===== src/rtl/ps_pkg.sv =====
package ps_pkg;

  typedef enum logic [2:0] {
    PX_W1  = 3'd0,
    PX_W2  = 3'd1,
    PX_W4  = 3'd2,
    PX_W8  = 3'd3,
    PX_W16 = 3'd4,
    PX_W24 = 3'd5
  } px_fmt_e;

  // Width in bits of one pixel for a format code; spare codes behave as 8 bits.
  function automatic int unsigned px_width(logic [2:0] code);
    case (px_fmt_e'(code))
      PX_W1:   return 1;
      PX_W2:   return 2;
      PX_W4:   return 4;
      PX_W8:   return 8;
      PX_W16:  return 16;
      PX_W24:  return 24;
      default: return 8;
    endcase
  endfunction

  // Bits contributed to the stream by one fetched word.
  function automatic int unsigned chunk_bits(logic [2:0] code, logic packed24);
    return (code == 3'(PX_W24) && !packed24) ? 24 : 32;
  endfunction

endpackage


===== src/rtl/ps_width_dec.sv =====
module ps_width_dec #(
  parameter int CNT_W = 6
) (
  input  logic [2:0]       fmt_i,
  input  logic             pack24_i,
  output logic [CNT_W-1:0] width_o,
  output logic [CNT_W-1:0] chunk_o,
  output logic             one_per_word_o
);
  always_comb begin
    width_o        = CNT_W'(ps_pkg::px_width(fmt_i));
    chunk_o        = CNT_W'(ps_pkg::chunk_bits(fmt_i, pack24_i));
    one_per_word_o = (fmt_i == 3'(ps_pkg::PX_W24)) && !pack24_i;
  end
endmodule


===== src/rtl/ps_bitbuf.sv =====
module ps_bitbuf #(
  parameter int WORD_W  = 32,
  parameter int PIX_MAX = 24,
  parameter int BUF_W   = 56,
  parameter int CNT_W   = 6
) (
  input  logic              clk_i,
  input  logic              rst_ni,
  input  logic              msb_first_i,
  input  logic              one_per_word_i,
  input  logic [CNT_W-1:0]  width_i,
  input  logic [CNT_W-1:0]  chunk_i,
  input  logic [WORD_W-1:0] word_i,
  input  logic              load_i,
  input  logic              take_i,
  output logic [BUF_W-1:0]  bits_o,
  output logic [CNT_W-1:0]  fill_o
);
  logic [BUF_W-1:0] bits_q;
  logic [CNT_W-1:0] fill_q;
  logic [BUF_W-1:0] chunk;
  logic [CNT_W-1:0] top_shift;

  // Stream order: low end first when LSB-first, high end first otherwise.
  always_comb begin
    chunk     = one_per_word_i ? BUF_W'(word_i[PIX_MAX-1:0]) : BUF_W'(word_i);
    top_shift = CNT_W'(BUF_W) - chunk_i - fill_q;
  end

  always_ff @(posedge clk_i) begin
    if (!rst_ni) begin
      bits_q <= '0;
      fill_q <= '0;
    end else if (load_i) begin
      bits_q <= bits_q | (msb_first_i ? (chunk << top_shift) : (chunk << fill_q));
      fill_q <= fill_q + chunk_i;
    end else if (take_i) begin
      bits_q <= msb_first_i ? (bits_q << width_i) : (bits_q >> width_i);
      fill_q <= fill_q - width_i;
    end
  end

  assign bits_o = bits_q;
  assign fill_o = fill_q;
endmodule


===== src/rtl/ps_extract.sv =====
module ps_extract #(
  parameter int PIX_MAX = 24,
  parameter int BUF_W   = 56,
  parameter int CNT_W   = 6
) (
  input  logic [BUF_W-1:0]   bits_i,
  input  logic [CNT_W-1:0]   width_i,
  input  logic               msb_first_i,
  output logic [PIX_MAX-1:0] pix_o
);
  logic [BUF_W-1:0]   aligned;
  logic [PIX_MAX-1:0] keep;

  always_comb begin
    aligned = msb_first_i ? (bits_i >> (CNT_W'(BUF_W) - width_i)) : bits_i;
    keep    = ~({PIX_MAX{1'b1}} << width_i);
    pix_o   = PIX_MAX'(aligned) & keep;
  end
endmodule


===== src/rtl/pixel_serializer.sv =====
module pixel_serializer #(
  parameter int WORD_W  = 32,
  parameter int PIX_MAX = 24
) (
  input  logic               clk_i,
  input  logic               rst_ni,
  input  logic [2:0]         fmt_i,
  input  logic               pack24_i,
  input  logic               msb_first_i,
  input  logic               word_valid_i,
  input  logic [WORD_W-1:0]  word_i,
  output logic               word_ready_o,
  output logic               pix_valid_o,
  input  logic               pix_ready_i,
  output logic [PIX_MAX-1:0] pix_o
);
  localparam int BUF_W = WORD_W + PIX_MAX;
  localparam int CNT_W = $clog2(BUF_W + 1);

  logic [CNT_W-1:0] width;
  logic [CNT_W-1:0] chunk;
  logic             one_per_word;
  logic [BUF_W-1:0] bits;
  logic [CNT_W-1:0] fill;
  logic             load_evt;
  logic             take_evt;

  ps_width_dec #(.CNT_W(CNT_W)) u_dec (
    .fmt_i(fmt_i), .pack24_i(pack24_i),
    .width_o(width), .chunk_o(chunk), .one_per_word_o(one_per_word)
  );

  assign pix_valid_o  = fill >= width;
  assign word_ready_o = fill < width;
  assign load_evt     = word_valid_i && word_ready_o;
  assign take_evt     = pix_valid_o && pix_ready_i;

  ps_bitbuf #(.WORD_W(WORD_W), .PIX_MAX(PIX_MAX), .BUF_W(BUF_W), .CNT_W(CNT_W)) u_buf (
    .clk_i(clk_i), .rst_ni(rst_ni), .msb_first_i(msb_first_i),
    .one_per_word_i(one_per_word), .width_i(width), .chunk_i(chunk),
    .word_i(word_i), .load_i(load_evt), .take_i(take_evt),
    .bits_o(bits), .fill_o(fill)
  );

  ps_extract #(.PIX_MAX(PIX_MAX), .BUF_W(BUF_W), .CNT_W(CNT_W)) u_ext (
    .bits_i(bits), .width_i(width), .msb_first_i(msb_first_i), .pix_o(pix_o)
  );
endmodule


===== config.mk =====
export PLATFORM = sky130hd
export DESIGN_NAME = pixel_serializer
export DESIGN_NICKNAME = d
export VERILOG_FILES = /design/src/rtl/ps_pkg.sv /design/src/rtl/ps_width_dec.sv /design/src/rtl/ps_bitbuf.sv /design/src/rtl/ps_extract.sv /design/src/rtl/pixel_serializer.sv
export SDC_FILE = /design/constraint.sdc
export NUM_CORES = 1
export LEC_CHECK = 0
export BUFFER_PORTS_ARGS = -buffer_cell sky130_fd_sc_hd__buf_2
export CORE_UTILIZATION = 45
export DETAILED_ROUTE_END_ITERATION = 10
export RECOVER_POWER = 100
export SLEW_MARGIN = 30
export SYNTH_ARGS = -nofsm -noshare
export SYNTH_HDL_FRONTEND = slang
export SYNTH_HIERARCHICAL = 1
export SYNTH_SLANG_ARGS = --single-unit

===== constraint.sdc =====
create_clock -name clk_i -period 14.7 [get_ports clk_i]
set_input_delay 4.41 -clock clk_i [delete_from_list [all_inputs] [get_ports clk_i]]
set_output_delay 4.41 -clock clk_i [all_outputs]
set_load 0.05 [all_outputs]

==> results of run 1 <==
## cells in the final DEF (no fill, tap or decap), types with 11 or more instances in the layout
cell and instances:
a211oi_1 35, a21o_1 12, a21oi_1 104, a221oi_1 16
a22oi_1 13, a311oi_1 12, a31oi_1 26, and2_1 16
buf_2 51, buf_4 48, clkbuf_1 21, dfxtp_1 62
ha_1 23, inv_1 39, mux2_2 108, mux2i_1 197
mux4_2 160, nand2_1 285, nand3_1 48, nand4_1 11
nor2_1 170, nor2b_1 11, nor3_1 51, nor4_1 11
o211ai_1 37, o21ai_0 102, o221ai_1 36, o22ai_1 40
o31a_1 11, or3_1 15
## layer usage
layer	GRT usage [%]	part of all wire [%]	vias up
met5	0	0.030	-
met1	62.3	39	9477
met4	20.9	5.8	4
met2	65.0	41	1691
li1	-	-	8030
met3	16.0	14	309
## cell type report
cell class / count / area share [%]
antenna: 1 / 0.0142
multi-input combinational: 1773 / 82.4
timing repair buffer: 124 / 4.43
sequential: 62 / 7.03
tap: 468 / 3.31
clock inverter: 6 / 0.524
inverter: 45 / 0.970
clock buffer: 10 / 1.35
## where the power goes
group	internal [mW]	switching (mW)	leakage [nW]
clock network	0.154	0.100	0.155
registers	0.239	0.275	0.510
logic	1.03	1.86	5.85
## critical path: stages
cell and delay (ns):
clkbuf_1 0.17, nor3_1 0.49, buf_12 0.55, o31ai_1 0.25
nand2_1 1.19, clkbuf_1 0.63, mux4_2 0.59, a21oi_1 0.33
nor4_1 0.10, buf_2 0.23
## kinds of logic (layout without fill, tap and decap cells)
| group | Yosys count | after routing | share of synthesized area (%) |
|---|---|---|---|
| AO/OA/AOI/OAI | 578 | 578 | 23.9 |
| XOR/XNOR | 13 | 13 | 0.674 |
| adder cells (fa/ha/maj) | 28 | 28 | 2.15 |
| buffers and inverters | 260 | 185 | 7.23 |
| flip-flops | 62 | 62 | 7.34 |
| multiplexers | 477 | 477 | 41.0 |
| other | 1 | 5 | 0.0222 |
| AND/OR/NAND/NOR | 673 | 673 | 17.7 |
## stage by stage
stage	hold WS [ns]	total power, mW	cell area (µm²)	cells
2_1_floorplan	0.481	2.23	16900	2095
3_3_place_gp	0.561	3.21	17300	2471
3_5_place_dp	0.563	3.22	17300	2471
4_1_cts	0.574	3.49	17700	2487
5_1_grt	0.590	3.75	17700	2488
6_report	0.572	3.65	17700	2489
## flip-flops by register name, indices dropped and copies added (netlist names)
signal and count:
u_buf/bits_o 56, u_buf/fill_o 6
## final timing paths
path,endpoint,slack (ns),cells past startpoint
max,pix_o[4],1.17,10
min,u_buf/fill_o[4],0.57,2
max reg2reg,u_buf/bits_o[28],9.74,9
min reg2reg,u_buf/fill_o[4],0.57,2
==> metrics.cfg, run 1 <==
[min_path]
min_path_type = register to register
hp-start = u_buf/fill_o[4]

[grt]
grt_pass1_wl_um = 129000
grt_usage_pct = 45.9
grt_pass1_vias = 17600
grt_overflow = 0
antenna_found_initial = 4
grt_max_degree = 134

[cells_and_area]
drive_gt1_share_pct = 21.5
final_nets = 2083
area.sequential_um2 = 1240
area_growth_pct = 4.51
multi_input_area_um2 = 14600
nFillCells = 3667
post-route-util_pct = 48.0

[clock_tree]
cts_max_level = 3
cts_tree = built
cts_hold_buf = 0
clkTransAtPathRegs_ns = 0.07
clock-root-buffer = clkbuf_16
numCtsBuffers = 9
clock_latency_ns = 0.36
clk_path_buf_depth = 2
cts_resized = 0
cts_setup_buffers = 0
cts.sinks = 62

[timing]
fin_crit_ns = 13.53
setup_slack_ns = 1.17
max_freq_ghz = 0.0739
setup_violations = 0
hold_viol = 0
drv_slew = 227
worstMarginPinSlew_ns = 3.73
grt_setup_unrepaired = no
finalSetupTns_ns = 0
fin_skew_ns = 0.0139
fin_crit_sh_pct = 92.0
maxSlewHeadroom_pct = -149

[logic_synthesis]
ys.flop_type = dfxtp_1
synth_cells = 2092
syn_avg_cell_area_um2 = 8.08
synthTopCellsByArea = mux4_2, mux2i_1, mux2_2
syn-cell-area_um2 = 16900
synth_top_cell_by_area = mux4_2
ys_async_sr_fraction_pct = 0
ys_types = 88
synthMostInstantiatedCell = nand2_1
yosys_warnings = 6
yosysTopAreaCellShare_pct = 21.3
yosys-top-cells-count = nand2_1, mux2i_1, nor2_1, mux4_2, mux2_2
ys_ff_latch = 62
yosysSeqAreaShare_pct = 7.34
synth-edff-count = 0

[detailed_routing]
avgViaCountPerCell = 7.84
wire_per_inst_um = 36.1
drt_iter0_drc = 3100
drc = 0
vias = 19500
totalWireLength_um = 89800
drtPass1Iterations = 7
postRouteAntennaNets = 0

[worst_setup_path]
r2r_start = u_buf/fill_o[1]
cp.required_ns = 10.29
critPathLaunchType = primary input
critPathKind = primary input to output port
critPathArrivalTime_ns = 9.12
critPathMaxFanout = 110
crit_path_start = fmt_i[1]
cp-end-kind = output port

[run_status]
status = complete, but fails checks
violations = max-capacitance violations, max-slew violations

[floorplan]
rows = 70
die_w_um = 196
die_h_um = 196
floorplan.die_area_um2 = 38300
io_pins = 67
start_util_pct = 45.9
core-area_um2 = 36800

[placed_design]
dp_hpwl_um = 64300
place.gp.congestion = 1.04
dp_slack_ns = 2.06
numPortBuffers = 66

[flow_run]
cap_violations = 5

[power_and_ir_drop]
p_leak_nw = 6.51
vdd_ir_drop_max_mv = 0.254
p_per_area_nw_per_um2 = 207

Note: power is estimated with default switching activity, not from simulation.
==> run 2: changes to the inputs <==
- clock period: 14.7 -> 14.1 ns (I/O delays scaled with it)
==> metrics.cfg, run 2 (synthesis gave the netlist of run 1 again) <==
[detailed_routing]
drt_iter0_drc = 3594  ; +16%
vias = 19300  ; -1.0%
totalWireLength_um = 85500  ; -4.7%
postRouteAntennaNets = 0  ; unchanged
drtPass1Iterations = 7  ; unchanged
wire_per_inst_um = 34.4  ; -4.6%
avgViaCountPerCell = 7.77  ; -0.86%
drc = 0  ; unchanged

[cells_and_area]
final_cell_mix = nand2_1, mux2i_1, nor2_1
post-route-util_pct = 47.8  ; -0.23 points
num_antenna_cells = 0  ; -1
nFillCells = 3718  ; +1.4%
final_common_cell = nand2_1
final_cell_area_um2 = 17600  ; -0.49%
largest_reg_flops = 56  ; unchanged
drive_gt1_share_pct = 21.9  ; +0.38 points
final_nets = 2080  ; -0.14%
area_growth_pct = 4.00

[worst_setup_path]
critPathKind = primary input to output port
cp_common_cell = clkbuf_1
cpPeakStageDelay_ns = 2.15  ; +0.96 ns
critPathMaxFanout = 49  ; -55%
cp-end-kind = output port
cp.required_ns = 9.87  ; -0.42 ns
slowest_stage = clkbuf_1
critPathArrivalTime_ns = 8.81  ; -0.31 ns
critPathLaunchType = primary input
cp_cell_sequence = buf_2 > nor3b_1 > buf_4 > clkbuf_1 > inv_1 > ha_1 > a21oi_1 > o21bai_4 > clkbuf_1
path_delay_family = buffers and inverters
critPathBufInv = 5  ; +1

[clock_tree]
clkTransAtPathRegs_ns = 0.06  ; about the same
clock-root-buffer = clkbuf_16
cts_tree = built
cts_hold_buf = 0  ; unchanged
cts_max_level = 3  ; unchanged
clock_latency_ns = 0.36  ; about the same
cts.sinks = 62  ; unchanged
numCtsBuffers = 9  ; unchanged
cts_setup_buffers = 0  ; unchanged
clk_path_buf_depth = 2  ; unchanged
cts_resized = 0  ; unchanged

[timing]
fin_crit_sh_pct = 92.5
hold_slack_ns = 0.558  ; -0.0139 ns
fin_skew_ns = 0.0126  ; -0.00130 ns
max_freq_ghz = 0.0767
finalSetupTns_ns = 0  ; unchanged
hold_viol = 0  ; unchanged
setup_violations = 0  ; unchanged
grt_setup_unrepaired = no
maxSlewHeadroom_pct = -140  ; +8.7 points
worstMarginPinSlew_ns = 3.60  ; -0.131 ns
drv_slew = 235  ; +3.5%
fin_crit_ns = 13.04

[grt]
grt_usage_pct = 43.8  ; -2.1 points
grt_pass1_vias = 17700  ; +0.24%
grt_overflow = 0  ; unchanged
antenna_found_initial = 2  ; -2
grt_pass1_wl_um = 124000  ; -3.4%
grt_max_degree = 73  ; -46%

[run_status]
status = complete, but fails checks
violations = max-capacitance violations, max-slew violations

[floorplan]
die_h_um = 196  ; unchanged
rows = 70  ; unchanged
die_w_um = 196  ; unchanged
floorplan.die_area_um2 = 38300  ; unchanged
start_util_pct = 45.9  ; unchanged
io_pins = 67  ; unchanged
core-area_um2 = 36800  ; unchanged

[power_and_ir_drop]
p_per_area_nw_per_um2 = 213  ; +3.0%
p_leak_nw = 6.48  ; -0.53%
vdd_ir_drop_max_mv = 0.196  ; -23%

[flow_run]
cap_violations = 4  ; -1

[placed_design]
place.gp.congestion = 1.09  ; +4.0%
numPortBuffers = 66  ; unchanged
dp_hpwl_um = 62100  ; -3.5%
place_area_um2 = 17300  ; -0.45%

[min_path]
min_path_type = register to register

[run 2: through the flow]
| step | instances | power [mW] | worst slack [ns] |
|---|---|---|---|
| floorplan | 2095 | 2.32 | 0.997 |
| global placement | 2468 | 3.29 | 1.88 |
| detailed placement | 2468 | 3.30 | 1.87 |
| CTS | 2484 | 3.57 | 1.87 |
| global route | 2485 | 3.85 | 0.867 |
| finish | 2485 | 3.74 | 1.06 |
[run 2: cell type report]
class / count / area [µm²] / area share (%)
well taps: 468 / 586 / 3.33
repair buffers: 121 / 727 / 4.14
clock buffers: 9 / 225 / 1.28
clock inverters: 7 / 97.6 / 0.555
multi-input cells: 1773 / 14500 / 82.7
flip-flops and latches: 62 / 1240 / 7.06
inverters: 45 / 171 / 0.975
[run 2: worst paths after layout]
check                  start                to  slack [ns]  depth (start not counted)
min reg2reg  u_buf/fill_o[0]   u_buf/fill_o[0]        0.56                          2
max                 fmt_i[0]       pix_valid_o        1.06                          9
max reg2reg  u_buf/fill_o[2]  u_buf/bits_o[37]        8.01                         11
min          u_buf/fill_o[0]   u_buf/fill_o[0]        0.56                          2
[run 2: worst register-to-register path, stage by stage (launching register included)]
cell	delay [ns]
dfxtp_1	0.42
ha_1	0.35
nand4_2	0.15
a21oi_1	0.16
nor2_1	0.06
and2_0	0.15
buf_4	0.25
nor2b_1	0.18
clkbuf_1	2.43
o221ai_1	0.94
o221a_1	0.59
a211o_1	0.30
[run 2: report_power, final]
group          leakage (nW)  internal, mW  switching (mW)
sequential            0.510         0.249           0.325
combinational          5.82          1.06            1.85
clock                 0.152         0.156           0.102
total                  6.48          1.46            2.28
[run 2: layer usage]
metal	share of wire [%]	GRT usage, %	up-vias
met2	41	63.5	1621
met4	5.8	19.7	0
met1	38	59.3	9398
met5	0	0	-
li1	-	-	7999
met3	15	13.6	295
